### src/rtl/evs_pkg.sv
package evs_pkg;
  localparam int TYPE_W  = 4;
  localparam int LINE_W  = 32;
  localparam int HALF_W  = 16;
  localparam int LINES   = 16;
  localparam int LINE_AW = 4;

  typedef enum logic [TYPE_W-1:0] {
    EV_MISS_RX = 4'd0, EV_MISS_TX, EV_BADPORT_TX, EV_CONN_FAIL,
    EV_LAST_RX_PORT, EV_LAST_RX_NODE, EV_LAST_TX_PORT, EV_LAST_TX_NODE,
    EV_PKT_RX, EV_PKT_TX, EV_DENIED, EV_GRANTED, EV_MGMT_BYTES
  } ev_kind_e;

  typedef enum logic [1:0] {F_FULL, F_LO, F_HI} field_e;

  typedef struct packed {
    logic               hit;
    logic [LINE_AW-1:0] line;
    field_e             fld;
    logic               replace;
  } ev_route_t;

  localparam logic [LINE_AW-1:0] LN_DENIED  = 4'd0;
  localparam logic [LINE_AW-1:0] LN_GRANTED = 4'd1;
  localparam logic [LINE_AW-1:0] LN_MGMT    = 4'd2;
  localparam logic [LINE_AW-1:0] LN_RX_LAST = 4'd3;
  localparam logic [LINE_AW-1:0] LN_RX_ERR  = 4'd4;
  localparam logic [LINE_AW-1:0] LN_TX_LAST = 4'd5;
  localparam logic [LINE_AW-1:0] LN_TX_ERR  = 4'd6;
  localparam logic [LINE_AW-1:0] LN_PKT_RX  = 4'd7;
  localparam logic [LINE_AW-1:0] LN_PKT_TX  = 4'd8;

  function automatic ev_route_t route_of(input logic [TYPE_W-1:0] code);
    ev_route_t r;
    r.hit = 1'b1; r.line = '0; r.fld = F_FULL; r.replace = 1'b0;
    case (ev_kind_e'(code))
      EV_MISS_RX:      begin r.line = LN_RX_ERR;  r.fld = F_LO; end
      EV_BADPORT_TX:   begin r.line = LN_RX_ERR;  r.fld = F_HI; end
      EV_MISS_TX:      begin r.line = LN_TX_ERR;  r.fld = F_LO; end
      EV_CONN_FAIL:    begin r.line = LN_TX_ERR;  r.fld = F_HI; end
      EV_LAST_RX_PORT: begin r.line = LN_RX_LAST; r.fld = F_HI; r.replace = 1'b1; end
      EV_LAST_RX_NODE: begin r.line = LN_RX_LAST; r.fld = F_LO; r.replace = 1'b1; end
      EV_LAST_TX_PORT: begin r.line = LN_TX_LAST; r.fld = F_HI; r.replace = 1'b1; end
      EV_LAST_TX_NODE: begin r.line = LN_TX_LAST; r.fld = F_LO; r.replace = 1'b1; end
      EV_PKT_RX:       r.line = LN_PKT_RX;
      EV_PKT_TX:       r.line = LN_PKT_TX;
      EV_DENIED:       r.line = LN_DENIED;
      EV_GRANTED:      r.line = LN_GRANTED;
      EV_MGMT_BYTES:   r.line = LN_MGMT;
      default:         r.hit = 1'b0;
    endcase
    return r;
  endfunction
endpackage

### src/rtl/evs_src_fifo.sv
module evs_src_fifo #(
  parameter int DEPTH = 4,
  parameter int W     = 36
) (
  input  logic         clk,
  input  logic         rst,
  input  logic         in_valid,
  input  logic [W-1:0] in_data,
  input  logic         pop,
  output logic         nonempty,
  output logic [W-1:0] head
);
  localparam int AW = (DEPTH > 1) ? $clog2(DEPTH) : 1;
  localparam int CW = $clog2(DEPTH + 1);

  logic [W-1:0]  mem [DEPTH];
  logic [AW-1:0] wp, rp;
  logic [CW-1:0] cnt;
  logic          push;

  // arrivals while full are discarded, never back-pressured
  assign push     = in_valid && (cnt != CW'(DEPTH));
  assign nonempty = (cnt != '0);
  assign head     = mem[rp];

  always_ff @(posedge clk) begin
    if (push) mem[wp] <= in_data;
  end

  always_ff @(posedge clk) begin
    if (rst) begin
      wp  <= '0;
      rp  <= '0;
      cnt <= '0;
    end else begin
      if (push) wp <= (wp == AW'(DEPTH - 1)) ? '0 : wp + AW'(1);
      if (pop)  rp <= (rp == AW'(DEPTH - 1)) ? '0 : rp + AW'(1);
      cnt <= cnt + CW'(push) - CW'(pop);
    end
  end
endmodule

### src/rtl/evs_rr_merge.sv
module evs_rr_merge #(
  parameter int N = 3,
  parameter int W = 36
) (
  input  logic           clk,
  input  logic           rst,
  input  logic [N-1:0]   req,
  input  logic [N*W-1:0] data,
  output logic [N-1:0]   pop,
  output logic           out_valid,
  output logic [W-1:0]   out_data
);
  localparam int PW = (N > 1) ? $clog2(N) : 1;

  logic [PW-1:0] last_q, pick;
  logic          found;

  always_comb begin
    pop   = '0;
    pick  = '0;
    found = 1'b0;
    for (int k = 1; k <= N; k++) begin
      int j;
      j = int'(last_q) + k;
      if (j >= N) j = j - N;
      if (!found && req[j]) begin
        found  = 1'b1;
        pop[j] = 1'b1;
        pick   = PW'(j);
      end
    end
  end

  always_ff @(posedge clk) begin
    if (rst) begin
      out_valid <= 1'b0;
      out_data  <= '0;
      last_q    <= PW'(N - 1);
    end else begin
      out_valid <= found;
      if (found) begin
        out_data <= data[pick*W +: W];
        last_q   <= pick;
      end
    end
  end
endmodule

### src/rtl/evs_status_mem.sv
module evs_status_mem
  import evs_pkg::*;
(
  input  logic               clk,
  input  logic               rst,
  input  logic               ev_valid,
  input  logic [TYPE_W-1:0]  ev_code,
  input  logic [LINE_W-1:0]  ev_val,
  input  logic               upd_ready,
  output logic               upd_valid,
  output logic [LINE_AW-1:0] upd_addr,
  output logic [LINE_W-1:0]  upd_data
);
  logic [LINE_W-1:0]  lines [LINES];
  logic [LINES-1:0]   pend_q, pend_n;
  ev_route_t          rt;
  logic [LINE_W-1:0]  cur, nv;
  logic [HALF_W-1:0]  lo_n, hi_n;
  logic               chg, launch;
  logic [LINE_AW-1:0] sel;

  always_comb begin
    rt   = route_of(ev_code);
    cur  = lines[rt.line];
    lo_n = rt.replace ? ev_val[HALF_W-1:0] : cur[HALF_W-1:0] + ev_val[HALF_W-1:0];
    hi_n = rt.replace ? ev_val[HALF_W-1:0] : cur[LINE_W-1:HALF_W] + ev_val[HALF_W-1:0];
    case (rt.fld)
      F_LO:    nv = {cur[LINE_W-1:HALF_W], lo_n};
      F_HI:    nv = {hi_n, cur[HALF_W-1:0]};
      default: nv = rt.replace ? ev_val : cur + ev_val;
    endcase
    chg = ev_valid && rt.hit && (nv != cur);
  end

  // lowest pending line goes first
  always_comb begin
    sel = '0;
    for (int i = LINES - 1; i >= 0; i--) begin
      if (pend_q[i]) sel = LINE_AW'(i);
    end
  end

  assign launch = (|pend_q) && (!upd_valid || upd_ready);

  always_comb begin
    pend_n = pend_q;
    if (launch) pend_n[sel] = 1'b0;
    if (chg)    pend_n[rt.line] = 1'b1;
  end

  always_ff @(posedge clk) begin
    if (rst) begin
      for (int i = 0; i < LINES; i++) lines[i] <= '0;
      pend_q    <= '0;
      upd_valid <= 1'b0;
      upd_addr  <= '0;
      upd_data  <= '0;
    end else begin
      if (chg) lines[rt.line] <= nv;
      pend_q <= pend_n;
      if (launch) begin
        upd_valid <= 1'b1;
        upd_addr  <= sel;
        upd_data  <= lines[sel];
      end else if (upd_ready) begin
        upd_valid <= 1'b0;
      end
    end
  end
endmodule

### src/rtl/evs_bank.sv
module evs_bank
  import evs_pkg::*;
#(
  parameter int NUM_SRC    = 3,
  parameter int FIFO_DEPTH = 4
) (
  input  logic                      clk,
  input  logic                      rst,
  input  logic [NUM_SRC-1:0]        ev_valid,
  input  logic [NUM_SRC*TYPE_W-1:0] ev_code,
  input  logic [NUM_SRC*LINE_W-1:0] ev_value,
  input  logic                      upd_ready,
  output logic                      upd_valid,
  output logic [LINE_AW-1:0]        upd_addr,
  output logic [LINE_W-1:0]         upd_data
);
  localparam int EW = TYPE_W + LINE_W;

  logic [NUM_SRC-1:0]    fifo_nonempty, fifo_pop;
  logic [NUM_SRC*EW-1:0] fifo_head;
  logic                  m_valid;
  logic [EW-1:0]         m_data;

  for (genvar s = 0; s < NUM_SRC; s++) begin : g_src
    evs_src_fifo #(.DEPTH(FIFO_DEPTH), .W(EW)) u_fifo (
      .clk      (clk),
      .rst      (rst),
      .in_valid (ev_valid[s]),
      .in_data  ({ev_code[s*TYPE_W +: TYPE_W], ev_value[s*LINE_W +: LINE_W]}),
      .pop      (fifo_pop[s]),
      .nonempty (fifo_nonempty[s]),
      .head     (fifo_head[s*EW +: EW])
    );
  end

  evs_rr_merge #(.N(NUM_SRC), .W(EW)) u_merge (
    .clk       (clk),
    .rst       (rst),
    .req       (fifo_nonempty),
    .data      (fifo_head),
    .pop       (fifo_pop),
    .out_valid (m_valid),
    .out_data  (m_data)
  );

  evs_status_mem u_mem (
    .clk       (clk),
    .rst       (rst),
    .ev_valid  (m_valid),
    .ev_code   (m_data[EW-1:LINE_W]),
    .ev_val    (m_data[LINE_W-1:0]),
    .upd_ready (upd_ready),
    .upd_valid (upd_valid),
    .upd_addr  (upd_addr),
    .upd_data  (upd_data)
  );
endmodule

### config.mk
export PLATFORM = sky130hd
export DESIGN_NAME = evs_bank
export DESIGN_NICKNAME = d
export VERILOG_FILES = /design/src/rtl/evs_pkg.sv /design/src/rtl/evs_src_fifo.sv /design/src/rtl/evs_rr_merge.sv /design/src/rtl/evs_status_mem.sv /design/src/rtl/evs_bank.sv
export SDC_FILE = /design/constraint.sdc
export NUM_CORES = 2
export LEC_CHECK = 0
export BUFFER_PORTS_ARGS = -buffer_cell sky130_fd_sc_hd__clkbuf_2
export CORE_MARGIN = 8
export CORE_UTILIZATION = 50
export DETAILED_ROUTE_END_ITERATION = 7
export PLACE_DENSITY = 0.66
export SETUP_SLACK_MARGIN = 0.02
export SLEW_MARGIN = 20
export SYNTH_ARGS = -nofsm -noshare
export SYNTH_HDL_FRONTEND = slang
export SYNTH_SLANG_ARGS = --single-unit
export TNS_END_PERCENT = 1
### constraint.sdc
create_clock -name clk -period 10.9 [get_ports clk]
set_clock_uncertainty 0.2 [all_clocks]
set_input_delay 0 -clock clk [delete_from_list [all_inputs] [get_ports clk]]
set_output_delay 0 -clock clk [all_outputs]
set_load 0.02 [all_outputs]
=== Yosys cells after proc, flatten, opt, wreduce, memory -nomap -nowiden ===
Memories as Yosys holds them, arrays and structs flattened. A register that Yosys moved wholly into a read port is not among the register bits.
Cells that the tools add are included.

* $mul: 1
* Eq/ne operators: 24
* $lt $le $gt $ge: 13
* Shift operators: 1
* Bitwise gates (word level): 5
* Muxes and demuxes: 85
* Add/sub/neg operators: 21
* Reductions and logical operators: 32

{| class="wikitable"
|+ Operator list
! kind !! count
|-
| $mux W32 || 5
|-
| $shiftx A108 B9 Y36 || 1
|-
| $ge A32 B1 Y1 const B || 3
|-
| $ge A32 B3 Y1 const B || 3
|-
| $lt A32 B4 Y1 const B || 3
|-
| $sub A32 B3 Y32 const B || 3
|-
| $mux W4 || 17
|-
| $mux W16 || 4
|-
| $pmux W32 S2 || 1
|-
| $add A16 B16 Y16 || 2
|-
| $add A32 B32 Y32 || 1
|-
| $ne A32 B32 Y1 || 1
|-
| $pmux W4 S8 || 1
|-
| $reduce_or A32 Y1 || 1
|-
| $mux W1 || 30
|-
| $mux W2 || 15
|-
| $eq A4 B4 Y1 const B || 5
|-
| $and A16 B16 Y16 || 1
|-
| $eq A4 B3 Y1 const B || 4
|-
| $not A16 Y16 || 1
|-
| $or A16 B16 Y16 || 1
|-
| $reduce_or A16 Y1 || 1
|-
| $eq A2 B2 Y1 const B || 7
|-
| $logic_and A1 B1 Y1 || 13
|-
| other kinds (26) || 58
|}

* Bits in registers: 81
* Bits of input ports: 114
* Memories: 4
* Memory bits (writable): 944

{| class="wikitable"
|+ Memory list
! memory !! words !! width !! read ports !! clocked after memory_dff !! write ports !! RTL line !! RTL
|-
| u_mem.lines || 16 || 32 || 2 || 1 || 16 || evs_status_mem.sv:14 || <nowiki>logic [LINE_W-1:0] lines [LINES];</nowiki>
|-
| g_src[0].u_fifo.mem || 4 || 36 || 1 || 1 || 1 || evs_src_fifo.sv:16 || <nowiki>logic [W-1:0] mem [DEPTH];</nowiki>
|-
| g_src[1].u_fifo.mem || 4 || 36 || 1 || 1 || 1 || evs_src_fifo.sv:16 ||
|-
| g_src[2].u_fifo.mem || 4 || 36 || 1 || 1 || 1 || evs_src_fifo.sv:16 ||
|}

=== Longest topological paths before layout ===
* Depth after elaboration: 25
* Mapped depth: 27
* Mapped depth without buffers: 18

=== Hierarchy ===
Synthesis repeated with hierarchy kept, for this count alone.

* Cells, all modules: 4205
* Area total of the unflattened synthesis: 51539.4 µm²

{| class="wikitable"
|+ Modules (own cells, without submodules)
! module !! seq. area each (µm²) !! area each (µm²) !! instances !! cells an instance
|-
| evs_status_mem || 16435.8 || 31695.4 || 1 || 3190
|-
| evs_src_fifo at g_src[0].u_fifo ... || 4504.3 || 5681.7 || 2 || 236
|-
| evs_src_fifo at g_src[2].u_fifo || 4504.3 || 5680.4 || 1 || 236
|-
| evs_rr_merge || 780.7 || 2800.2 || 1 || 307
|}

=== Worst setup path after synthesis ===
OpenSTA, ideal clock, no wires.

* Path type: reg2reg
* Start: register u_merge.out_data[35]
* End: memory u_mem.lines[3][0] (enable)
* Data arrival time: 7.040 ns
* Required time: 10.230 ns
* Setup slack: 3.190 ns
* Stages on the path, launching flop included: 25
* Cell sequence: dfxtp_1 -> buf_4 -> buf_4 -> buf_4 -> buf_4 -> buf_2 -> o32ai_1 -> o41a_1 -> nor3_1 -> ha_1 -> fa_1 -> a21o_1 -> a221oi_2 -> o21a_1 -> nor2_1 -> mux2i_1 -> or4_1 -> buf_2 -> xnor2_1 -> nor4_1 -> and4_1 -> and3_1 -> buf_2 -> buf_2 -> o31ai_1

{| class="wikitable"
|+ RTL lines
! item !! RTL line !! RTL
|-
| start: declaration || evs_rr_merge.sv:11 || <nowiki>output logic [W-1:0] out_data</nowiki>
|-
| start signal: assignment || evs_rr_merge.sv:42 || <nowiki>out_data <= data[pick*W +: W];</nowiki>
|-
| end: declaration || evs_status_mem.sv:14 ||
|}

==> impl_metrics.env <==
export IMPL_initial_utilization=0.501
export IMPL_worstMarginPinSlew_ns=1.21
export IMPL_cts_sinks=1063
export IMPL_p_per_area_nw_per_um2=344
export IMPL_die_area_um2=112000
export IMPL_row_count=117
export IMPL_endpoint_kind="flip-flop"
export IMPL_post_cts_buffers=0
export IMPL_synth_area_per_cell_um2=12.2
export IMPL_yosysSeqAreaShare=0.605
export IMPL_startpoint_type="flip-flop"
export IMPL_drc_errors=0
export IMPL_max_slew_margin=0.196
export IMPL_gp_congestion=1.02
export IMPL_leakagePower_nw=20.8
export IMPL_yosysUniqueCellTypes=107
export IMPL_drive_gt1_frac=0.140
export IMPL_routed_wl_um=167000
export IMPL_drtPass1Iterations=6
export IMPL_pre_cts_slack_ns=2.41
export IMPL_track_usage=0.290
export IMPL_grt_max_degree=129
export IMPL_grt_pass1_wl_um=246000
export IMPL_cts_made_buffers=109
export IMPL_crit_type="reg -> reg"
export IMPL_wire_per_inst_um=27.4
export IMPL_fin_crit_ns=8.80
export IMPL_async_flop_share=0
export IMPL_grt_pass1_vias=37600
export IMPL_nets=4847
export IMPL_antenna_found_initial=4
export IMPL_cap_violations=0
export IMPL_synthCells=4166
export IMPL_outcome="finished, final reports clean"
export IMPL_die_w_um=335
export IMPL_final_hold_viol_count=0
export IMPL_yosysWarningCount=0
export IMPL_irDropWorstVdd_mv=0.254
export IMPL_cts_path_max_buffers=3
export IMPL_postLayoutSetupSlackWorst_ns=2.10
export IMPL_finalSetupViolCount=0
export IMPL_fmax_mhz=114
export IMPL_synth_flop_cell="edfxtp_1"
export IMPL_io_pins=151
export IMPL_area_growth_synth_to_final_pct=17.3
export IMPL_rsz0062_at_grt="false"
export IMPL_port_buffers=150
export IMPL_nFillCells=8304
export IMPL_period_share=0.808
export IMPL_cts_tree="built"
export IMPL_htree_levels=3
export IMPL_drv_slew=0
export IMPL_cts_hold_buf=222
export IMPL_hold_class="in -> reg"
export IMPL_ys_seq_elements=1063
export IMPL_root_buffer="clkbuf_16"
export IMPL_ctsResizeCount=0
export IMPL_gr_total_overflow=0
export IMPL_vias_per_cell=6.34
export IMPL_cp_required_ns=11.08
export IMPL_drtIter0Drc=5042
export IMPL_die_height_um=335
export IMPL_clkLatencyLatePin_ns=0.73
export IMPL_path_clk_slew_ns=0.06
export IMPL_via_count=38700
export IMPL_core_um2=101000
export IMPL_tns_ns=0
export IMPL_drtAntennaViolNets=0
export IMPL_crit_arrival_ns=8.98
export IMPL_synth_area_um2=50800
export IMPL_dpl_hpwl_um=108000
export IMPL_cp_max_fo=30
export IMPL_synth_edf_count=944
[flip-flops by register name, indices dropped and copies added, names as in the netlist, named ones only]
register / flops
u_merge.out_data: 36
u_mem.upd_addr: 4
u_mem.upd_data: 32
g_src.u_fifo.cnt: 9
g_src.u_fifo.wp: 6
u_mem.pend_q: 16
u_merge.out_valid: 1
g_src.u_fifo.mem: 432
u_mem.upd_valid: 1
u_mem.lines: 512
g_src.u_fifo.rp: 6
u_merge.last_q: 2
[metrics by stage]
stage          power, W  std cells  hold WS, ns  area, um2  utilization
2_1_floorplan    0.0122       4389       -0.101      51600            -
3_3_place_gp     0.0162       5678       0.0172      53500        0.529
3_5_place_dp     0.0162       5679       0.0211      53600        0.529
4_1_cts          0.0201       6107        0.104      59500        0.587
5_1_grt          0.0212       6111        0.166      59500        0.588
6_report         0.0205       6114        0.151      59600        0.588
[final timing paths]
kind	start	end	slack, ns	cells past startpoint
worst max-delay path	u_merge.out_data[34]$_SDFFE_PP0P_	u_mem.lines[3][1]$_SDFFCE_PN0P_	2.10	18
worst min-delay path	upd_ready	u_mem.pend_q[0]$_SDFF_PP0_	0.15	5
worst max register to register	u_merge.out_data[34]$_SDFFE_PP0P_	u_mem.lines[3][1]$_SDFFCE_PN0P_	2.10	18
worst min register to register	u_mem.upd_addr[1]$_SDFFE_PP0P_	u_mem.upd_addr[1]$_SDFFE_PP0P_	0.25	2
[layout by cell type, fill, tap and decap left out, drive strengths merged, types with 16 or more instances in the layout]
master,count
nand2b,22
a31oi,47
a211oi,33
nor4,16
o221ai,81
dfxtp,119
nand3,143
and3,38
clkinv,37
o32ai,32
mux4,108
and2,29
a21o,20
mux2i,110
o21ai,171
ha,81
nor3,368
a21oi,231
a32oi,29
o31ai,17
buf,110
a2bb2oi,21
inv,53
o211ai,21
nand2,508
nor2,211
or3,16
o22ai,65
xnor2,16
conb,224
mux2,22
edfxtp,944
clkbuf,296
dlygate4sd3,222
nand4,19
[synth_stat cells, types with 11 or more instances]
library cell	n	share of area
a21o_1	20	0.0030
o21ai_0	156	0.015
buf_4	21	0.0031
and2_1	28	0.0035
xor2_1	13	0.0022
o41ai_1	11	0.0019
nand4_1	19	0.0023
mux2i_1	110	0.022
xnor2_1	16	0.0028
o31ai_1	17	0.0025
mux2_2	21	0.0047
a32oi_1	29	0.0050
nor2_1	211	0.016
a2bb2oi_1	20	0.0035
ha_1	81	0.020
nor3_1	352	0.035
o211ai_1	21	0.0031
nand3_1	143	0.014
nor4_1	15	0.0018
o22ai_1	65	0.0080
or4_1	11	0.0016
clkbuf_1	208	0.015
and3_1	38	0.0047
nand2_1	506	0.037
dfxtp_1	119	0.047
buf_2	58	0.0057
a31oi_1	47	0.0058
nor3_2	16	0.0032
mux4_2	108	0.048
a211oi_1	30	0.0044
edfxtp_1	944	0.56
o32ai_1	32	0.0055
nor2b_1	14	0.0017
or3_1	16	0.0020
inv_1	46	0.0034
o221ai_1	81	0.014
o21ai_1	15	0.0015
a21boi_0	11	0.0016
o22a_1	11	0.0019
buf_6	24	0.0053
nand2b_1	22	0.0027
a21oi_1	228	0.022
buf_1	21	0.0016
[power breakdown]
part           switching [W]  internal, W  total (W)
Sequential          0.000410      0.00503    0.00544
Clock                0.00161      0.00227    0.00387
Combinational        0.00784      0.00333     0.0112
Total                0.00986       0.0106     0.0205
[layer usage]
layer	vias up	wire length, um	GRT usage
met4	0	9720	0.154
met2	2389	77700	0.464
li1	16900	-	-
met3	487	17500	0.0612
met5	-	0	0
met1	18900	62400	0.373
[cell type report]
type                            instances  area [um2]  area share
Clock inverter                         59         722      0.0121
Timing Repair Buffer                  481        3860      0.0648
Sequential cell                      1063       30700       0.516
Tap cell                             1368        1710      0.0287
Multi-Input combinational cell       2943       19300       0.325
Inverter                               49         184     0.00309
Antenna cell                            4        10.0    0.000168
Clock buffer                          147        2990      0.0503
[logic make-up after synthesis]
logic type,Yosys count,share of synthesized area
DFF,1063,0.605
and+or+nand+nor,1433,0.132
other,1,0.0000739
xor gates and xnor gates,29,0.00500
muxes,240,0.0745
AOI/OAI and AO/OA,931,0.125
adders and majority gates,86,0.0219
buffers and inverters,383,0.0354
[critical path, cell delays in order (launching register included)]
cell	delay, ns
dfxtp_2	0.83
nand2b_2	0.61
nand2_2	0.54
nor3_1	0.09
o41a_1	0.45
a211oi_2	0.60
ha_1	0.39
a21oi_1	0.30
a211oi_1	0.17
nor3_1	0.28
a21boi_0	0.14
o311ai_1	0.85
o2111ai_4	0.45
xor2_1	0.25
o221ai_1	0.11
a2111oi_2	0.09
and3_2	0.57
o31ai_4	1.01
buf_4	0.46
Note: power is estimated with default switching activity, not from simulation.
